==> config.mk <==
export PLATFORM = sky130hd
export DESIGN_NAME = layer_sched_ctrl
export DESIGN_NICKNAME = d
export VERILOG_FILES = /design/src/rtl/lsc_pkg.sv /design/src/rtl/lsc_cfg_table.sv /design/src/rtl/lsc_gap_calc.sv /design/src/rtl/lsc_seq_fsm.sv /design/src/rtl/layer_sched_ctrl.sv
export SDC_FILE = /design/constraint.sdc
export NUM_CORES = 1
export LEC_CHECK = 0
export BUFFER_PORTS_ARGS = -buffer_cell sky130_fd_sc_hd__buf_4
export CAP_MARGIN = 20
export CORE_MARGIN = 2
export CORE_UTILIZATION = 32
export DETAILED_ROUTE_END_ITERATION = 7
export GPL_ROUTABILITY_DRIVEN = 0
export PLACE_DENSITY = 0.61
export SETUP_SLACK_MARGIN = 0.5
export SLEW_MARGIN = 20
export SYNTH_ARGS = -nofsm -noshare
export SYNTH_HDL_FRONTEND = slang
export SYNTH_SLANG_ARGS = --single-unit
==> constraint.sdc <==
create_clock -name clk -period 7.5 [get_ports clk]
set_input_delay 1.5 -clock clk [delete_from_list [all_inputs] [get_ports clk]]
set_output_delay 1.5 -clock clk [all_outputs]
set_load 0.02 [all_outputs]
==> src/rtl/lsc_pkg.sv <==
package lsc_pkg;

    typedef enum logic [1:0] {
        ST_IDLE  = 2'd0,
        ST_READ  = 2'd1,
        ST_STALL = 2'd2
    } sched_state_e;

    // saturating subtraction: a - b when positive, else zero
    function automatic logic [15:0] sat_sub(logic [15:0] a, logic [15:0] b);
        return (a > b) ? (a - b) : 16'd0;
    endfunction

endpackage

==> src/rtl/lsc_cfg_table.sv <==
module lsc_cfg_table #(
    parameter int NL = 4,
    parameter int MD = 6,
    parameter int CW = 5,
    parameter int LW = 3,
    parameter int DW = 3,
    parameter int IW = 4,
    parameter int IT = 4,
    localparam int LPW = (NL > 1) ? $clog2(NL) : 1,
    localparam int BPW = (MD > 1) ? $clog2(MD) : 1,
    localparam int NLW = $clog2(NL + 1)
) (
    input  logic               clk,
    input  logic               rst,
    input  logic               load,
    input  logic [NLW-1:0]     cfg_nlayers,
    input  logic [IT-1:0]      cfg_iters,
    input  logic [NL*LW-1:0]   cfg_index,
    input  logic [NL*DW-1:0]   cfg_degree,
    input  logic [NL*IW-1:0]   cfg_hazard,
    input  logic [NL*MD*CW-1:0] cfg_cols,
    input  logic [LPW-1:0]     cur_ptr,
    input  logic [LPW-1:0]     nxt_ptr,
    input  logic [BPW-1:0]     blk_ptr,
    output logic [LW-1:0]      cur_index,
    output logic [DW-1:0]      cur_degree,
    output logic [IW-1:0]      cur_hazard,
    output logic [CW-1:0]      cur_col,
    output logic [DW-1:0]      nxt_degree,
    output logic [NLW-1:0]     num_layers,
    output logic [IT-1:0]      num_iters
);

    logic [LW-1:0] idx_in  [NL];
    logic [DW-1:0] deg_in  [NL];
    logic [IW-1:0] haz_in  [NL];
    logic [CW-1:0] col_in  [NL][MD];

    logic [LW-1:0] idx_q   [NL];
    logic [DW-1:0] deg_q   [NL];
    logic [IW-1:0] haz_q   [NL];
    logic [CW-1:0] col_q   [NL][MD];
    logic [NLW-1:0] nl_q;
    logic [IT-1:0]  it_q;

    // unpack the flat configuration buses per slot
    for (genvar k = 0; k < NL; k++) begin : g_slot
        assign idx_in[k] = cfg_index[k*LW +: LW];
        assign deg_in[k] = cfg_degree[k*DW +: DW];
        assign haz_in[k] = cfg_hazard[k*IW +: IW];
        for (genvar j = 0; j < MD; j++) begin : g_blk
            assign col_in[k][j] = cfg_cols[(k*MD + j)*CW +: CW];
        end
    end

    always_ff @(posedge clk) begin
        if (rst) begin
            nl_q <= '0;
            it_q <= '0;
            for (int k = 0; k < NL; k++) begin
                idx_q[k] <= '0;
                deg_q[k] <= '0;
                haz_q[k] <= '0;
                for (int j = 0; j < MD; j++) col_q[k][j] <= '0;
            end
        end else if (load) begin
            nl_q <= cfg_nlayers;
            it_q <= cfg_iters;
            for (int k = 0; k < NL; k++) begin
                idx_q[k] <= idx_in[k];
                deg_q[k] <= deg_in[k];
                haz_q[k] <= haz_in[k];
                for (int j = 0; j < MD; j++) col_q[k][j] <= col_in[k][j];
            end
        end
    end

    assign cur_index  = idx_q[cur_ptr];
    assign cur_degree = deg_q[cur_ptr];
    assign cur_hazard = haz_q[cur_ptr];
    assign cur_col    = col_q[cur_ptr][blk_ptr];
    assign nxt_degree = deg_q[nxt_ptr];
    assign num_layers = nl_q;
    assign num_iters  = it_q;

    // without a load the captured table stays put
    assert_cfg_hold_R8: assert property (@(posedge clk) disable iff (rst)
        !load |=> ($stable(nl_q) && $stable(it_q) && $stable(deg_q[0]) && $stable(col_q[0][0])));

endmodule

==> src/rtl/lsc_gap_calc.sv <==
module lsc_gap_calc #(
    parameter int DW = 3,
    parameter int IW = 4,
    parameter int GW = 4
) (
    input  logic [IW-1:0] hazard,
    input  logic [DW-1:0] dcur,
    input  logic [DW-1:0] dnext,
    output logic [GW-1:0] gap
);

    logic [GW-1:0] drop_w;
    logic [GW-1:0] haz_w;

    assign drop_w = GW'(lsc_pkg::sat_sub(16'(dcur), 16'(dnext)));
    assign haz_w  = GW'(hazard);
    assign gap    = (haz_w > drop_w) ? haz_w : drop_w;

endmodule

==> src/rtl/lsc_seq_fsm.sv <==
module lsc_seq_fsm
    import lsc_pkg::*;
#(
    parameter int NL = 4,
    parameter int MD = 6,
    parameter int DW = 3,
    parameter int IT = 4,
    parameter int GW = 4,
    localparam int LPW  = (NL > 1) ? $clog2(NL) : 1,
    localparam int BPW  = (MD > 1) ? $clog2(MD) : 1,
    localparam int NLW  = $clog2(NL + 1),
    localparam int CWID = ((BPW > DW) ? BPW : DW) + 1
) (
    input  logic           clk,
    input  logic           rst,
    input  logic           start,
    input  logic [DW-1:0]  cur_degree,
    input  logic [GW-1:0]  gap,
    input  logic [NLW-1:0] num_layers,
    input  logic [IT-1:0]  num_iters,
    output sched_state_e   state,
    output logic [LPW-1:0] cur_ptr,
    output logic [LPW-1:0] nxt_ptr,
    output logic [BPW-1:0] blk_ptr,
    output logic [IT-1:0]  iter,
    output logic           done,
    output logic           load,
    output logic           blk_end
);

    logic [GW-1:0] idle_q;
    logic          last_layer;
    logic          last_iter;
    logic          final_blk;

    assign last_layer = (NLW'(cur_ptr) == (num_layers - NLW'(1)));
    assign last_iter  = ((iter + IT'(1)) == num_iters);
    assign nxt_ptr    = last_layer ? '0 : (cur_ptr + LPW'(1));
    assign blk_end    = ((CWID'(blk_ptr) + CWID'(1)) == CWID'(cur_degree));
    assign final_blk  = blk_end && last_layer && last_iter;
    assign load       = (state == ST_IDLE) && start;

    always_ff @(posedge clk) begin
        if (rst) begin
            state   <= ST_IDLE;
            cur_ptr <= '0;
            blk_ptr <= '0;
            iter    <= '0;
            idle_q  <= '0;
            done    <= 1'b0;
        end else begin
            done <= 1'b0;
            case (state)
                ST_IDLE: begin
                    if (start) begin
                        state   <= ST_READ;
                        cur_ptr <= '0;
                        blk_ptr <= '0;
                        iter    <= '0;
                    end
                end
                ST_READ: begin
                    if (final_blk) begin
                        state   <= ST_IDLE;
                        blk_ptr <= '0;
                        done    <= 1'b1;
                    end else if (blk_end) begin
                        blk_ptr <= '0;
                        cur_ptr <= nxt_ptr;
                        if (last_layer) iter <= iter + IT'(1);
                        if (gap != '0) begin
                            state  <= ST_STALL;
                            idle_q <= gap;
                        end
                    end else begin
                        blk_ptr <= blk_ptr + BPW'(1);
                    end
                end
                ST_STALL: begin
                    if (idle_q == GW'(1)) state <= ST_READ;
                    idle_q <= idle_q - GW'(1);
                end
                default: state <= ST_IDLE;
            endcase
        end
    end

    // the block pointer never reaches the degree while reading
    assert_blk_in_range_R2: assert property (@(posedge clk) disable iff (rst)
        (state == ST_READ) |-> (CWID'(blk_ptr) < CWID'(cur_degree)));

    // zero gap means the next layer starts on the following cycle
    assert_back_to_back_R3: assert property (@(posedge clk) disable iff (rst)
        (state == ST_READ && blk_end && !final_blk && gap == '0)
        |=> (state == ST_READ && blk_ptr == '0));

    // a nonzero gap moves into the stall state
    assert_enter_stall_R4: assert property (@(posedge clk) disable iff (rst)
        (state == ST_READ && blk_end && !final_blk && gap != '0) |=> (state == ST_STALL));

    // the iteration count only moves when the sequence wraps to slot 0
    assert_iter_wrap_R6: assert property (@(posedge clk) disable iff (rst)
        (state != ST_IDLE && $past(state) != ST_IDLE && iter != $past(iter)) |-> (cur_ptr == '0));

    // done is a single-cycle pulse seen while idle
    assert_done_pulse_R7: assert property (@(posedge clk) disable iff (rst)
        done |-> (state == ST_IDLE) ##1 !done);

endmodule

==> src/rtl/layer_sched_ctrl.sv <==
module layer_sched_ctrl
    import lsc_pkg::*;
#(
    parameter int NL = 4,
    parameter int MD = 6,
    parameter int CW = 5,
    parameter int LW = 3,
    parameter int DW = 3,
    parameter int IW = 4,
    parameter int IT = 4,
    localparam int LPW = (NL > 1) ? $clog2(NL) : 1,
    localparam int BPW = (MD > 1) ? $clog2(MD) : 1,
    localparam int NLW = $clog2(NL + 1),
    localparam int GW  = (IW > DW) ? IW : DW
) (
    input  logic                clk,
    input  logic                rst,
    input  logic                start,
    input  logic [NLW-1:0]      cfg_nlayers,
    input  logic [IT-1:0]       cfg_iters,
    input  logic [NL*LW-1:0]    cfg_index,
    input  logic [NL*DW-1:0]    cfg_degree,
    input  logic [NL*IW-1:0]    cfg_hazard,
    input  logic [NL*MD*CW-1:0] cfg_cols,
    output logic                rd_valid,
    output logic [CW-1:0]       rd_addr,
    output logic [LW-1:0]       rd_layer,
    output logic                rd_last,
    output logic                np_stall,
    output logic                busy,
    output logic [IT-1:0]       iter_cnt,
    output logic                done
);

    sched_state_e   state;
    logic [LPW-1:0] cur_ptr, nxt_ptr;
    logic [BPW-1:0] blk_ptr;
    logic [DW-1:0]  cur_degree, nxt_degree;
    logic [IW-1:0]  cur_hazard;
    logic [GW-1:0]  gap;
    logic [NLW-1:0] num_layers;
    logic [IT-1:0]  num_iters;
    logic           load, blk_end;

    lsc_cfg_table #(.NL(NL), .MD(MD), .CW(CW), .LW(LW), .DW(DW), .IW(IW), .IT(IT)) u_table (
        .clk(clk), .rst(rst), .load(load),
        .cfg_nlayers(cfg_nlayers), .cfg_iters(cfg_iters),
        .cfg_index(cfg_index), .cfg_degree(cfg_degree),
        .cfg_hazard(cfg_hazard), .cfg_cols(cfg_cols),
        .cur_ptr(cur_ptr), .nxt_ptr(nxt_ptr), .blk_ptr(blk_ptr),
        .cur_index(rd_layer), .cur_degree(cur_degree), .cur_hazard(cur_hazard),
        .cur_col(rd_addr), .nxt_degree(nxt_degree),
        .num_layers(num_layers), .num_iters(num_iters)
    );

    lsc_gap_calc #(.DW(DW), .IW(IW), .GW(GW)) u_gap (
        .hazard(cur_hazard), .dcur(cur_degree), .dnext(nxt_degree), .gap(gap)
    );

    lsc_seq_fsm #(.NL(NL), .MD(MD), .DW(DW), .IT(IT), .GW(GW)) u_fsm (
        .clk(clk), .rst(rst), .start(start),
        .cur_degree(cur_degree), .gap(gap),
        .num_layers(num_layers), .num_iters(num_iters),
        .state(state), .cur_ptr(cur_ptr), .nxt_ptr(nxt_ptr), .blk_ptr(blk_ptr),
        .iter(iter_cnt), .done(done), .load(load), .blk_end(blk_end)
    );

    assign rd_valid = (state == ST_READ);
    assign np_stall = (state == ST_STALL);
    assign busy     = (state != ST_IDLE);
    assign rd_last  = rd_valid && blk_end;

    // the gap computed at a layer end covers the hazard count
    assert_gap_hazard_R4: assert property (@(posedge clk) disable iff (rst)
        rd_last |-> (GW'(cur_hazard) <= gap));

    // the gap computed at a layer end covers a degree drop
    assert_gap_drop_R5: assert property (@(posedge clk) disable iff (rst)
        (rd_last && cur_degree > nxt_degree) |-> (GW'(cur_degree - nxt_degree) <= gap));

    // reset leaves the outputs quiet
    assert_reset_quiet_R1: assert property (@(posedge clk)
        rst |=> (!busy && !done && iter_cnt == '0));

endmodule

==> results of run 1 <==
## routing by layer
layer | vias up | part of all wire, % | global-route usage, %
met2 | 179 | 49 | 24.6
met3 | 12 | 5.4 | 3.61
met1 | 2910 | 45 | 20.6
li1 | 2805 | - | -
met4 | 0 | 1.0 | 3.61
met5 | - | 0 | 0
## sequential cells by signal, summed over array words and instances (netlist names), 4 cells and up, named ones only
signal             cells
u_fsm.iter             4
u_table.deg_q         12
u_table.idx_q         12
u_table.col_q        120
u_table.haz_q         16
u_fsm.idle_q           4
u_table.num_iters      4
## critical path, stage by stage, from the launching register on
cell	delay, ns
dfxtp_1	0.38
inv_1	0.06
ha_1	0.30
xnor2_1	0.12
nor3_1	0.47
nor2_1	0.36
mux2i_1	0.23
nor2_1	0.08
a221o_1	0.30
fa_1	0.41
fa_1	0.40
a31oi_1	0.32
nand2b_1	0.16
ha_1	0.31
nor2b_1	0.13
o21a_1	0.19
o31ai_1	0.51
a211oi_4	0.18
or2_4	0.31
o41ai_2	0.30
## path summary, 6_finish.rpt
| path | cells past startpoint | to | slack [ns] | start |
|---|---|---|---|---|
| min | 2 | u_table.num_layers[1] | 0.47 | u_table.num_layers[1] |
| max | 19 | u_fsm.idle_q[1] | 1.86 | u_table.num_layers[0] |
| min reg2reg | 2 | u_table.num_layers[1] | 0.47 | u_table.num_layers[1] |
| max reg2reg | 19 | u_fsm.idle_q[1] | 1.86 | u_table.num_layers[0] |
## cells by family after synthesis
family                   count (synthesis)  synth area share, %
XOR/XNOR                                13                 1.28
buffers and inverters                   77                 3.60
AO/OA/AOI/OAI                           59                 5.23
adder cells (fa/ha/maj)                 14                 2.13
AND/OR/NAND/NOR                        237                 15.5
multiplexers                            58                 12.9
flip-flops                             185                 59.4
## cells in the mapped netlist (4+ instances only)
| library cell | number |
|---|---|
| a211oi_1 | 5 |
| a21oi_1 | 19 |
| and3_1 | 161 |
| clkbuf_1 | 48 |
| dfxtp_1 | 25 |
| edfxtp_1 | 160 |
| ha_1 | 12 |
| inv_1 | 21 |
| mux2i_1 | 13 |
| mux4_2 | 44 |
| nand2_1 | 18 |
| nand2b_1 | 5 |
| nand3_1 | 7 |
| nor2_1 | 21 |
| nor2b_1 | 6 |
| o22ai_1 | 5 |
| xnor2_1 | 9 |
| xor2_1 | 4 |
## power breakdown
part	leakage, nW	switching (mW)	total (mW)	internal [mW]
sequential	1.91	0.117	1.51	1.39
combinational	2.62	0.722	1.30	0.581
clock	0.298	0.461	0.921	0.460
total	4.83	1.30	3.73	2.43
## cell type report
cell class	instances	area, sq um	area share [%]
Inverter	22	83.8	0.746
Timing Repair Buffer	192	1450	12.9
Clock inverter	14	185	1.65
Sequential cell	185	5310	47.2
Multi-Input combinational cell	381	3310	29.5
Tap cell	378	473	4.21
Clock buffer	18	429	3.82
==> results.md, run 1 <==
CTS:
- After clock tree synthesis, the flow added hold-fix buffers numbering 0.
- The clock-pin slew on the worst setup and hold paths is 0.08 ns.
- The clock net in this run drives a total of 185 sinks.
- Buffers inserted during clock tree synthesis total 17.
- After clock tree synthesis, the repair step resized 0 gates.
- The total setup buffers inserted after CTS is 0.
- The clock latency of the later-clocked register in the worst-skew pair is 0.43 ns.
- The clock tree root driver cell is clkbuf_16.
- TritonCTS built the clock tree.
- The clock passes through at most 2 buffers.
- The count of H-tree levels built during CTS is 4.

Routing:
- The routed length per placed instance is 18.3 um.
- The final routed wirelength across all metal layers is 21700 um.
- The detail route stage leaves a number of antenna-violating nets equal to 0.
- The DRC violation count after routing is 0.
- Using the TritonRoute via totals, the vias-per-cell ratio works out to 4.96.
- The final route contains 5906 vias.
- The first TritonRoute pass finished after 4 iterations.
- The iteration-0 DRC count of the detailed router is 416.

Power and ir drop:
- Across the VDD grid, the largest voltage drop is 0.145 mV.
- The overall power consumption is 3.73 mW.
- The standby leakage power is 4.83 nW.
- The cell area power density is 332 nW/um^2.

Yosys:
- After synthesis, the largest area contributor takes up 53.8% of total cell area.
- Counting every net in the synthesized netlist gives 827.
- The unique cell type count in the Yosys netlist is 55.
- The number of synthesized register bits is 185.
- Sorting the synthesized cells by area gives the leading types as edfxtp_1 (54%), and3_1 (11%), mux4_2 (11%).
- The count of flip-flops with a built-in enable after synthesis is 160.
- The number of warnings printed during yosys synthesis is 0.
- The total standard cell area after synthesis is 8930 sq um.
- Sequential elements use 59.4% of the synthesized area.
- The cell count after synthesis is 643.
- Of all flip-flops after synthesis, the portion carrying an async set or reset was 0%.
- For this run, the leading register cell type out of synthesis is edfxtp_1.
- Each instance of the synthesized netlist takes up on average 13.9 sq um.
- The largest total area in the synthesized netlist belongs to edfxtp_1.

GRT:
- Entering global routing, the biggest net connects 157 pins.
- The number of antenna violations at the first check in global routing came to 0.
- The wire length of the first global-routing pass is 33500 um.
- Summed over all layers, the global routing overflow is 0.
- The overall fraction of global-route tracks in use is 15.2%.
- The via count of the first global-routing pass was 5931.

Critical path:
- STA classifies the critical path startpoint as a flop.
- Along the worst path, the maximum fanout reaches 10.
- The critical path capture point type is a flop.
- The classification of the worst setup path is reg -> reg.
- The data arrival at the endpoint of the critical path is 5.97 ns.
- For the worst setup path, the data required time is 7.83 ns.

Floorplan:
- The die covers 29300 sq um.
- The floorplan die width is 171 um.
- The total area inside the core boundary comes to 27600 sq um.
- The I/O pin total is 187.
- The die is 171 um tall.
- After floorplanning, the core was divided into 61 placement rows.
- For this configuration, the core starts out at a cell density of 32.3%.

Finish:
- The number of fillers in the final layout is 2629.
- The top cell types in the final layout, fill and taps aside, are buf_4 (191), and3_1 (161), edfxtp_1 (160).
- The number of antenna repair diodes is 0.
- The relative area change from synthesis to final layout is 25.9%.
- The post-layout net count is 983.
- The finished cells cover 11200 sq um.
- The number of non-filler instances in the completed layout is 1190.
- Cells fill 40.7% of the core in the end.
- Cells with a size suffix above 1 make up 35.0% of the layout.
- The library cell used most frequently in the layout, excluding fill and tap cells, is buf_4.

Timing:
- In the finished design, the share of the clock period the worst path needs comes to 75.2%.
- The slew at the pin closest to its max-slew limit is 0.878 ns.
- The routed design could run at a clock period as short as 5.64 ns.
- Summed over all failing endpoints, the final setup total negative slack is 0 ns.
- The worst hold margin is 0.468 ns.
- Headroom to the max-slew limit came out at 41.5%.
- The number of failing setup endpoints in the final timing report is 0.
- The achievable frequency is 177 MHz.
- Setup repair after global routing left no endpoint under its margin.
- In the post-route analysis, the smallest setup slack over all paths is 1.86 ns.
- Between clock sinks in the finished design, the worst skew comes to 0.0145 ns.
- The number of max-slew violations in the final report is 0.
- The final hold violation count is 0.

Placement:
- After detailed placement, the design holds a cell count of 1158.
- The placed standard-cell area is 10600 sq um.
- Input and output buffers added on the ports amount to 186.
- Summed over all nets, the half-perimeter wirelength after detailed placement is 14500 um.
- Prior to clock tree synthesis, the placed netlist has a worst setup slack of 1.90 ns.

Run status:
- The run finished with clean final reports.

Min path:
- The path category of the worst min-delay check is reg -> reg.

Flow run:
- The tool flagged a number of max-cap violations equal to 0.
No activity file was read; power rests on OpenSTA's default activity.
==> inputs of run 2 (changes only) <==
--- a/config.mk
+++ b/config.mk
@@ -5,13 +5,14 @@
 export SDC_FILE = /design/constraint.sdc
 export NUM_CORES = 1
 export LEC_CHECK = 0
+export ABC_AREA = 1
 export BUFFER_PORTS_ARGS = -buffer_cell sky130_fd_sc_hd__buf_4
 export CAP_MARGIN = 20
 export CORE_MARGIN = 2
 export CORE_UTILIZATION = 32
 export DETAILED_ROUTE_END_ITERATION = 7
 export GPL_ROUTABILITY_DRIVEN = 0
-export PLACE_DENSITY = 0.61
+export PLACE_DENSITY = 0.63
 export SETUP_SLACK_MARGIN = 0.5
 export SLEW_MARGIN = 20
 export SYNTH_ARGS = -nofsm -noshare
==> constraint.sdc (replaced) <==
create_clock -name clk -period 5 [get_ports clk]
set_input_delay 1 -clock clk [delete_from_list [all_inputs] [get_ports clk]]
set_output_delay 1 -clock clk [all_outputs]
set_load 0.02 [all_outputs]
==> run 2 against run 1 <==
Compared with the run above:
- cell count rose by 38%
- clock skew shrank 0.0061 ns
- first-iteration DRC count grew 28%
==> results.md, run 2 <==
Critical path:
- The worst setup path is captured at a flop.
- The maximum cell stage delay along the critical path is 0.36 ns (-0.15 ns).
- The register-to-register setup slack was 0.81 ns (-1.05 ns).
- The data arrival at the endpoint of the critical path is 4.52 ns (-1.45 ns).
- By instance count, the cell type seen most on the critical path is nand2_1.
- The required time of the critical path is 5.33 ns (-2.50 ns).
- The largest fanout on the critical path was 8 (-2).
- The slowest cell on the critical path is fa_1.
- The worst setup path is launched from a flop.
- The critical path in this run is classified as reg -> reg.

Timing:
- The worst hold margin is 0.485 ns (+0.0170 ns).
- The number of max-slew violations in the final report came to 0 (unchanged).
- The achievable frequency is 239 MHz (+35%).
- The clock tree skew after final layout is 0.00839 ns (-0.00615 ns).
- Setup repair after global routing left no endpoint under its margin.
- The time the worst path needs with I/O delays and setup was 4.19 ns (-1.45 ns).
- The fraction of the cycle the final worst path needs is 83.8% (+8.6 points).
- The final worst setup slack is 0.809 ns (-1.05 ns).
- The slew at the pin closest to its max-slew limit was 0.743 ns (-0.135 ns).
- The headroom to the max-slew limit is 50.5% (+9.0 points).
- The total negative setup slack is 0 ns (unchanged).
- The final hold violation count is 0 (unchanged).
- The number of failing setup endpoints in the final timing report was 0 (unchanged).

Yosys:
- The count of flip-flops with a built-in enable after synthesis is 160 (unchanged).
- The number of warnings printed during yosys synthesis is 0 (unchanged).
- The unique cell type count in the Yosys netlist is 39 (-29%).
- The fraction of registers with async set or reset after synthesis is 0% (unchanged).
- The commonest cells after synthesis are nor2_1 (273), inv_1 (211), edfxtp_1 (160).
- Ranked by total cell area, the synthesized netlist is headed by edfxtp_1 (51%), nor2_1 (11%), inv_1 (8.5%).
- The fraction of the yosys area taken by sequential cells is 56.7% (-2.7 points).
- The number of synthesized register bits is 185 (unchanged).
- The total standard cell area after synthesis is 9350 sq um (+4.8%).
- The fraction of synthesized cell area taken by the top area cell type is 51.4% (-2.4 points).
- The total nets after synthesis is 1262 (+53%).
- Among all flip-flop cells after synthesis, the most frequent one is edfxtp_1.
- The mean area per synthesized cell is 8.68 sq um (-38%).
- The top cell type by total area after synthesis is edfxtp_1.
- The cell count after synthesis is 1078 (+68%).
- Yosys instantiated no cell more often than nor2_1.

GRT:
- The wire length of the first global-routing pass is 36800 um (+10%).
- The largest net degree at the start of global routing is 103 (-34%).
- The total congestion overflow after global routing is 0 (unchanged).
- The number of antenna violations at the first check in global routing is 0 (unchanged).
- The via count of the first global-routing pass is 7341 (+24%).
- The overall fraction of global-route tracks in use is 15.4% (+0.26 points).

Routing:
- The final routed wirelength across all metal layers came to 23500 um (+8.3%).
- The residual antenna-violating net count after detailed routing is 0 (unchanged).
- The DRC violation count after routing is 0 (unchanged).
- The routed length per placed instance came to 14.3 um (-21%).
- The number of search-and-repair iterations in the first detailed-routing pass is 7 (+3).
- The iteration-0 DRC count of the detailed router was 533 (+28%).
- The overall via count from detail_route was 7487 (+27%).
- The average vias per placed instance is 4.56 (-8.1%).

Run status:
- The flow ran to the end, and the final reports show no timing, DRC or antenna violations.

Power and ir drop:
- The standby leakage power is 5.61 nW (+16%).
- The peak ir drop on the vdd network was 0.370 mV (+160%).
- The overall power consumption is 7.03 mW (+88%).
- The cell area power density is 597 nW/um^2 (+80%).

CTS:
- The clock latency of the later-clocked register in the worst-skew pair is 0.44 ns (about the same).
- The tree is rooted in a clkbuf_16.
- The number of clock buffers inserted by TritonCTS is 17 (unchanged).
- The buffer depth of the longest clock path is 2 (unchanged).
- The count of hold-fix buffers inserted at cts is 0 (unchanged).
- The number of clock sinks is 185 (unchanged).
- The count of H-tree levels built during CTS came to 4 (unchanged).
- TritonCTS built the clock tree.
- The clock-pin slew on the worst setup and hold paths is 0.08 ns (about the same).

Placement:
- The number of port buffers is 186 (unchanged).
- The HPWL after detailed placement is 16200 um (+11%).
- The post-placement setup slack is 0.393 ns (-1.51 ns).
- The number of placed instances with taps included is 1608 (+39%).

Finish:
- The largest registers in the layout are u_table.col_q: 120 flops, u_table.haz_q: 16 flops.
- In the layout the commonest cells are nor2_1 (266), inv_1 (210), buf_4 (196).
- The share of layout cells above drive strength 1 was 21.9% (-13 points).
- The relative area change from synthesis to final layout is 25.9% (about the same).
- The number of flip-flops under the largest register name came to 120 (unchanged).
- The register bank with the most flops is u_table.col_q.
- The number of fillers in the final layout is 2868 (+9.1%).
- The most common library cell in the layout ignoring fill and taps is nor2_1.
- The number of antenna repair diodes came to 0 (unchanged).
- The number of non-filler instances in the completed layout is 1641 (+38%).
- The post-layout net count is 1428 (+45%).

Floorplan:
- The total die area was 30600 sq um (+4.6%).
- The core area came to 28800 sq um (+4.2%).
- The initial core utilization was 32.5% (+0.18 points).
- The vertical die dimension is 175 um (+2.3%).
- The number of rows in the core area is 62 (+1.6%).
- The floorplan die width is 175 um (+2.3%).
- The I/O pin total came to 187 (unchanged).

Flow run:
- The number of maximum-capacitance violations is 0 (unchanged).

Min path:
- The path category of the worst min-delay check is reg -> reg.
run 2: timing repair:
item / CTS / global route
endpoints found under the setup margin: 5 / 6
resized for setup: 1 / 19
setup buffers: 0 / 1
pin swaps: 0 / 4
hold endpoints to repair: 0 / 0
run 2: layout make-up:
type | instances | area [sq um] | area share [%]
Clock buffer | 18 | 429 | 3.64
Clock inverter | 14 | 168 | 1.42
Inverter | 216 | 816 | 6.93
Multi-Input combinational cell | 626 | 3060 | 26.0
Sequential cell | 185 | 5310 | 45.1
Tap cell | 384 | 480 | 4.08
Timing Repair Buffer | 198 | 1510 | 12.8
run 2: kinds of logic (layout without fill, tap and decap cells):
| logic type | count (synthesis) | in the layout | share of synthesized area [%] |
|---|---|---|---|
| flip-flops | 185 | 185 | 56.7 |
| XOR/XNOR | 5 | 5 | 0.468 |
| AO/OA/AOI/OAI | 159 | 159 | 9.86 |
| adder cells (fa/ha/maj) | 14 | 14 | 2.03 |
| AND/OR/NAND/NOR | 448 | 448 | 19.5 |
| buffers and inverters | 267 | 446 | 11.4 |
run 2: path summary, 6_finish.rpt:
kind / to / start / cells after the start
worst max-delay path: u_fsm.idle_q[1] / u_table.num_layers[0] / 30
worst min-delay path: u_table.num_iters[0] / u_table.num_iters[0] / 2
worst max register to register: u_fsm.idle_q[1] / u_table.num_layers[0] / 30
worst min register to register: u_table.num_iters[0] / u_table.num_iters[0] / 2
run 2: where the power goes:
part | internal [mW] | switching [mW] | total, mW | leakage (nW)
combinational | 1.18 | 2.22 | 3.40 | 3.39
sequential | 2.08 | 0.184 | 2.27 | 1.92
clock | 0.679 | 0.684 | 1.36 | 0.290
total | 3.94 | 3.09 | 7.03 | 5.61
run 2: critical path: cells and delay by family (launching register included):
family	cells	cell delay, ns
buf+inv	5	0.34
flops	1	0.34
compound gates	1	0.10
simple gates	18	1.65
xor+xnor	1	0.15
fa+ha+maj	5	1.48
run 2: routing by layer:
metal	part of all wire [%]	up-vias	GRT usage (%)
met5	0	-	0
met4	1.3	0	4.24
met3	5.2	24	3.22
met2	48	219	25.9
met1	45	3474	20.3
li1	-	3770	-
run 2: per-stage QoR:
step           util [%]  cell area (sq um)
2_1_floorplan         -               9360
3_3_place_gp       38.6              11100
3_5_place_dp       38.6              11100
4_1_cts            40.7              11700
5_1_grt            40.9              11800
6_report           40.9              11800
